## src/rtl/dps_pkg.sv

```systemverilog
package dps_pkg;

    typedef enum logic [1:0] {
        ST_IDLE     = 2'd0,
        ST_RST_LOW  = 2'd1,
        ST_CKE_WAIT = 2'd2,
        ST_READY    = 2'd3
    } seq_state_t;

    typedef struct packed {
        logic [15:0] rst_ticks;
        logic [15:0] cke_ticks;
    } delay_word_t;

    localparam logic [31:0] DELAY_WORD_RESET = 32'h00C8_0064;

    function automatic int unsigned ceil_div(input int unsigned num, input int unsigned den);
        return (num + den - 1) / den;
    endfunction

    function automatic int unsigned at_least_one(input int unsigned v);
        return (v == 0) ? 1 : v;
    endfunction

endpackage

```

## src/rtl/dps_tick_gen.sv

```systemverilog
module dps_tick_gen #(
    parameter int unsigned DIV_FAST = 2,
    parameter int unsigned DIV_SLOW = 3
) (
    input  logic clk,
    input  logic rst,
    input  logic clr,
    input  logic en,
    input  logic slow,
    output logic tick
);
    localparam int unsigned W = (DIV_SLOW > DIV_FAST) ? $clog2(DIV_SLOW) : $clog2(DIV_FAST);
    localparam logic [W-1:0] TERM_FAST = W'(DIV_FAST - 1);
    localparam logic [W-1:0] TERM_SLOW = W'(DIV_SLOW - 1);

    logic [W-1:0] phase_q;
    logic [W-1:0] term;

    assign term = slow ? TERM_SLOW : TERM_FAST;
    assign tick = en && (phase_q == term);

    always_ff @(posedge clk) begin
        if (rst || clr) begin
            phase_q <= '0;
        end else if (en) begin
            phase_q <= tick ? '0 : phase_q + 1'b1;
        end
    end
endmodule

```

## src/rtl/dps_floor_clamp.sv

```systemverilog
module dps_floor_clamp #(
    parameter int unsigned CNT_W    = 20,
    parameter int unsigned MIN_FAST = 1,
    parameter int unsigned MIN_SLOW = 1
) (
    input  logic [15:0]      field,
    input  logic             slow,
    output logic [CNT_W-1:0] eff
);
    localparam logic [CNT_W-1:0] FLOOR_FAST = CNT_W'(MIN_FAST);
    localparam logic [CNT_W-1:0] FLOOR_SLOW = CNT_W'(MIN_SLOW);

    logic [CNT_W-1:0] wide;
    logic [CNT_W-1:0] floor_v;

    always_comb begin
        wide    = CNT_W'(field);
        floor_v = slow ? FLOOR_SLOW : FLOOR_FAST;
        eff     = (wide < floor_v) ? floor_v : wide;
    end
endmodule

```

## src/rtl/dps_span_counter.sv

```systemverilog
module dps_span_counter #(
    parameter int unsigned CNT_W = 20
) (
    input  logic             clk,
    input  logic             rst,
    input  logic             load,
    input  logic [CNT_W-1:0] load_val,
    input  logic             tick,
    output logic             last
);
    logic [CNT_W-1:0] remain_q;

    assign last = (remain_q <= CNT_W'(1));

    always_ff @(posedge clk) begin
        if (rst) begin
            remain_q <= '0;
        end else if (load) begin
            remain_q <= load_val;
        end else if (tick && !last) begin
            remain_q <= remain_q - 1'b1;
        end
    end
endmodule

```

## src/rtl/dram_pwrup_seq.sv

```systemverilog
module dram_pwrup_seq
    import dps_pkg::*;
#(
    parameter int unsigned CLK_MHZ    = 400,
    parameter int unsigned MIN_RST_NS = 200000,
    parameter int unsigned MIN_CKE_NS = 500000,
    parameter int unsigned DIV_FAST   = 2,
    parameter int unsigned DIV_SLOW   = 3,
    parameter int unsigned CNT_W      = 20
) (
    input  logic        clk,
    input  logic        rst,
    input  logic        start,
    input  logic [31:0] init_dly,
    input  logic        tick_div3,
    output logic        mem_reset_n,
    output logic        mem_cke,
    output logic        busy,
    output logic        ready
);
    localparam int unsigned RST_MIN_CYC  = ceil_div(MIN_RST_NS * CLK_MHZ, 1000);
    localparam int unsigned CKE_MIN_CYC  = ceil_div(MIN_CKE_NS * CLK_MHZ, 1000);
    localparam int unsigned RST_MIN_FAST = at_least_one(ceil_div(RST_MIN_CYC, DIV_FAST));
    localparam int unsigned RST_MIN_SLOW = at_least_one(ceil_div(RST_MIN_CYC, DIV_SLOW));
    localparam int unsigned CKE_MIN_FAST = at_least_one(ceil_div(CKE_MIN_CYC, DIV_FAST));
    localparam int unsigned CKE_MIN_SLOW = at_least_one(ceil_div(CKE_MIN_CYC, DIV_SLOW));

    seq_state_t       state_q, state_d;
    delay_word_t      dly_w;
    logic             slow_q;
    logic [CNT_W-1:0] rst_eff, cke_eff, cke_eff_q;
    logic             accept, counting, tick, last, phase_end, load;
    logic [CNT_W-1:0] load_val;

    assign dly_w = delay_word_t'(init_dly);

    dps_floor_clamp #(
        .CNT_W(CNT_W), .MIN_FAST(RST_MIN_FAST), .MIN_SLOW(RST_MIN_SLOW)
    ) u_rst_clamp (
        .field(dly_w.rst_ticks), .slow(tick_div3), .eff(rst_eff)
    );

    dps_floor_clamp #(
        .CNT_W(CNT_W), .MIN_FAST(CKE_MIN_FAST), .MIN_SLOW(CKE_MIN_SLOW)
    ) u_cke_clamp (
        .field(dly_w.cke_ticks), .slow(tick_div3), .eff(cke_eff)
    );

    assign counting  = (state_q == ST_RST_LOW) || (state_q == ST_CKE_WAIT);
    assign accept    = start && ((state_q == ST_IDLE) || (state_q == ST_READY));
    assign phase_end = counting && tick && last;
    assign load      = accept || (phase_end && (state_q == ST_RST_LOW));
    assign load_val  = accept ? rst_eff : cke_eff_q;

    dps_tick_gen #(
        .DIV_FAST(DIV_FAST), .DIV_SLOW(DIV_SLOW)
    ) u_tick (
        .clk(clk), .rst(rst), .clr(load), .en(counting), .slow(slow_q), .tick(tick)
    );

    dps_span_counter #(
        .CNT_W(CNT_W)
    ) u_span (
        .clk(clk), .rst(rst), .load(load), .load_val(load_val), .tick(tick), .last(last)
    );

    always_comb begin
        state_d = state_q;
        unique case (state_q)
            ST_IDLE, ST_READY: if (accept)    state_d = ST_RST_LOW;
            ST_RST_LOW:        if (phase_end) state_d = ST_CKE_WAIT;
            ST_CKE_WAIT:       if (phase_end) state_d = ST_READY;
            default:                          state_d = ST_IDLE;
        endcase
    end

    always_ff @(posedge clk) begin
        if (rst) begin
            state_q   <= ST_IDLE;
            slow_q    <= 1'b0;
            cke_eff_q <= '0;
        end else begin
            state_q <= state_d;
            if (accept) begin
                slow_q    <= tick_div3;
                cke_eff_q <= cke_eff;
            end
        end
    end

    assign mem_reset_n = (state_q == ST_CKE_WAIT) || (state_q == ST_READY);
    assign mem_cke     = (state_q == ST_READY);
    assign ready       = (state_q == ST_READY);
    assign busy        = counting;
endmodule

```

## config.mk

```make
export PLATFORM = sky130hd
export DESIGN_NAME = dram_pwrup_seq
export DESIGN_NICKNAME = d
export VERILOG_FILES = /design/src/rtl/dps_pkg.sv /design/src/rtl/dps_tick_gen.sv /design/src/rtl/dps_floor_clamp.sv /design/src/rtl/dps_span_counter.sv /design/src/rtl/dram_pwrup_seq.sv
export SDC_FILE = /design/constraint.sdc
export NUM_CORES = 1
export LEC_CHECK = 0
export ABC_AREA = 1
export CAP_MARGIN = 20
export CELL_PAD_IN_SITES_DETAIL_PLACEMENT = 0
export CELL_PAD_IN_SITES_GLOBAL_PLACEMENT = 1
export CORE_MARGIN = 4
export CORE_UTILIZATION = 35
export CTS_CLUSTER_DIAMETER = 150
export DETAILED_ROUTE_END_ITERATION = 12
export PLACE_DENSITY_LB_ADDON = 0.1
export SLEW_MARGIN = 40
export SYNTH_ARGS = -nofsm -noshare
export SYNTH_HDL_FRONTEND = slang
export SYNTH_SLANG_ARGS = --single-unit
```

## constraint.sdc

```tcl
create_clock -name clk -period 2.9 [get_ports clk]
set_input_delay 0.87 -clock clk [delete_from_list [all_inputs] [get_ports clk]]
set_output_delay 0.87 -clock clk [all_outputs]
set_load 0.01 [all_outputs]
```

==> metrics.yaml <==
yosys_warnings: 0
synth_cell_types: 33
ys_seq_elements: 27
post_cts_buffers: 0
firstDrtPassIters: 4
clockBufferDepth: 2
syn_nets: 394
die_area_um2: 7809
power.total_mw: 2.578
synth_cells: 343
async_flop_share_pct: 0
grt_pass1_wl_mm: 9.701
crit_path_max_fanout: 6
clock_skew_ns: 0.003681
htree_levels: 1
wl_per_cell_um: 12.74
yosys.area.top_type: "dfxtp_1"
die_y_um: 88.37
hold_path_class: "reg2reg"
synth.most_common_cell: "nand2_1"
die_w_um: 88.37
cts_resized: 0
required_ns: 3.12
hold_viol: 0
max_freq_mhz: 370.6
cts.sinks: 27
utilization_pct: 41.97
track_usage_pct: 15.78
start_kind: "primary input"
status: "complete, no violations"
start_util_pct: 35.81
arrival_ns: 2.92
avgSynthCellArea_um2: 6.592
grt_antenna_before_repair: 0
antennaDiodeCount: 0
worst_pin_slew_ns: 0.4735
syn2layout_area_growth_pct: 17.21
grt_pass1_vias: 2045
ir_worst_vdd_uv: 376.3
synth_seq_area_share_pct: 23.91
min_period_ns: 2.698
hpwl_mm: 4.614
cts_made_buffers: 3
portBuffers: 23
clock_latency_ns: 0.28
clk_pin_slew_ns: 0.10
synth_edf_count: 0
end_kind: "flop"
finalNonFillerCells: 451
place_inst: 447
core_area_um2: 6314
powerDensity_nw_per_um2: 972.8
fill_cells: 735
slew_headroom_pct: 68.40
final-max-slew-violation-count: 0
p_leak_nw: 1.216
drt-initial-drc-count: 114
synth_common_cells: "88 x nand2_1, 41 x inv_1, 32 x nor2_1"
gp_congestion: 0.8345
setup_viol: 0
drv_cap: 0
rows: 29
grt-ovfl-total: 0
drt_wl_total_mm: 5.746
root_buffer: "clkbuf_8"
cts_tree: "yes"
dr_total_vias: 2129
rsz0062_at_grt: "no"
synthTopCellsByArea: "dfxtp_1 24%, nand2_1 15%, ha_1 8.3%"
avgViaCountPerCell: 4.721
drive_above_1_share_pct: 13.90
synth_ff_type: "dfxtp_1"
grt_max_degree: 25
ant_nets: 0
period_share_pct: 93.05
crit_type: "in2reg"
synth_top_area_share_pct: 23.91
hold_buffers: 0
num-nets-final: 426
ios: 40
synth_area_um2: 2261
drc: 0
## report_power, final
part           switching, mW  internal (mW)
clock                  0.132         0.0978
sequential             0.153          0.499
combinational           1.07          0.628
total                   1.35           1.23
## flip-flops by register name, summed over array words and instances, names as in the netlist
signal	cells
cke_eff_q	3
state_q	2
u_span.remain_q	20
u_tick.phase_q	2
## per-stage QoR
stage	setup slack [ns]	setup TNS [ns]	area, um^2	hold slack [ns]
CTS	0.1914	0	2650	0.4935
global placement	-0.08454	-0.5267	2601	0.4725
floorplan	0.5170	0	2261	0.4503
detailed placement	-0.1112	-0.6841	2601	0.4764
global route	0.02083	0	2650	0.5128
finish	0.2016	0	2650	0.4931
## cell type report
cell class	instances	area, um^2	area share, %
multi-input cells	265	1484	56.00
flip-flops and latches	27	540.5	20.40
repair buffers	34	312.8	11.80
inverters	44	167.7	6.327
well taps	77	96.34	3.636
clock buffers	3	41.29	1.558
clock inverters	1	7.507	0.2833
## cells by family after synthesis
logic type | synth area share [%]
adders and majority gates | 8.301
buffers and inverters | 10.46
and+or+nand+nor | 36.30
xor gates and xnor gates | 4.261
AOI/OAI and AO/OA | 16.77
DFF | 23.91
## worst paths after layout
check | start | to | slack, ns | depth (start not counted)
max | tick_div3 | u_span.remain_q[6] | 0.20 | 16
max reg2reg | u_span.remain_q[0] | u_span.remain_q[9] | 0.73 | 12
min reg2reg | u_span.remain_q[18] | u_span.remain_q[18] | 0.49 | 2
min | u_span.remain_q[18] | u_span.remain_q[18] | 0.49 | 2
## layout by cell type, fill, tap and decap left out, drive strengths merged, types with 7 or more instances in the layout
cell type,instances
inv,44
dfxtp,27
clkdlybuf4s50,23
xor2,7
nand3,26
nand2,94
ha,15
a21oi,28
o21ai,32
nor2,42
buf,11
## layer usage
| layer | vias to the layer above | track usage (%) | wire, um |
|---|---|---|---|
| met5 | - | 0 | 0 |
| met3 | 2 | 1.955 | 168 |
| met4 | 0 | 2.885 | 34 |
| met1 | 924 | 22.21 | 2909 |
| met2 | 30 | 26.10 | 2634 |
| li1 | 1173 | - | - |
## worst max-delay path, cell delays in order
cell and delay, ns:
clkdlybuf4s50_1 0.47, inv_1 0.13, buf_4 0.17, ha_1 0.26
nand2_1 0.06, nand2_1 0.04, nand2_1 0.05, nand2_1 0.05
nand2_1 0.07, nand3_1 0.15, buf_4 0.19, nand2_1 0.05
nand3_1 0.06, nand2_1 0.12, nand2_1 0.08, a21oi_2 0.10
Power figures use the tool's default switching activity.
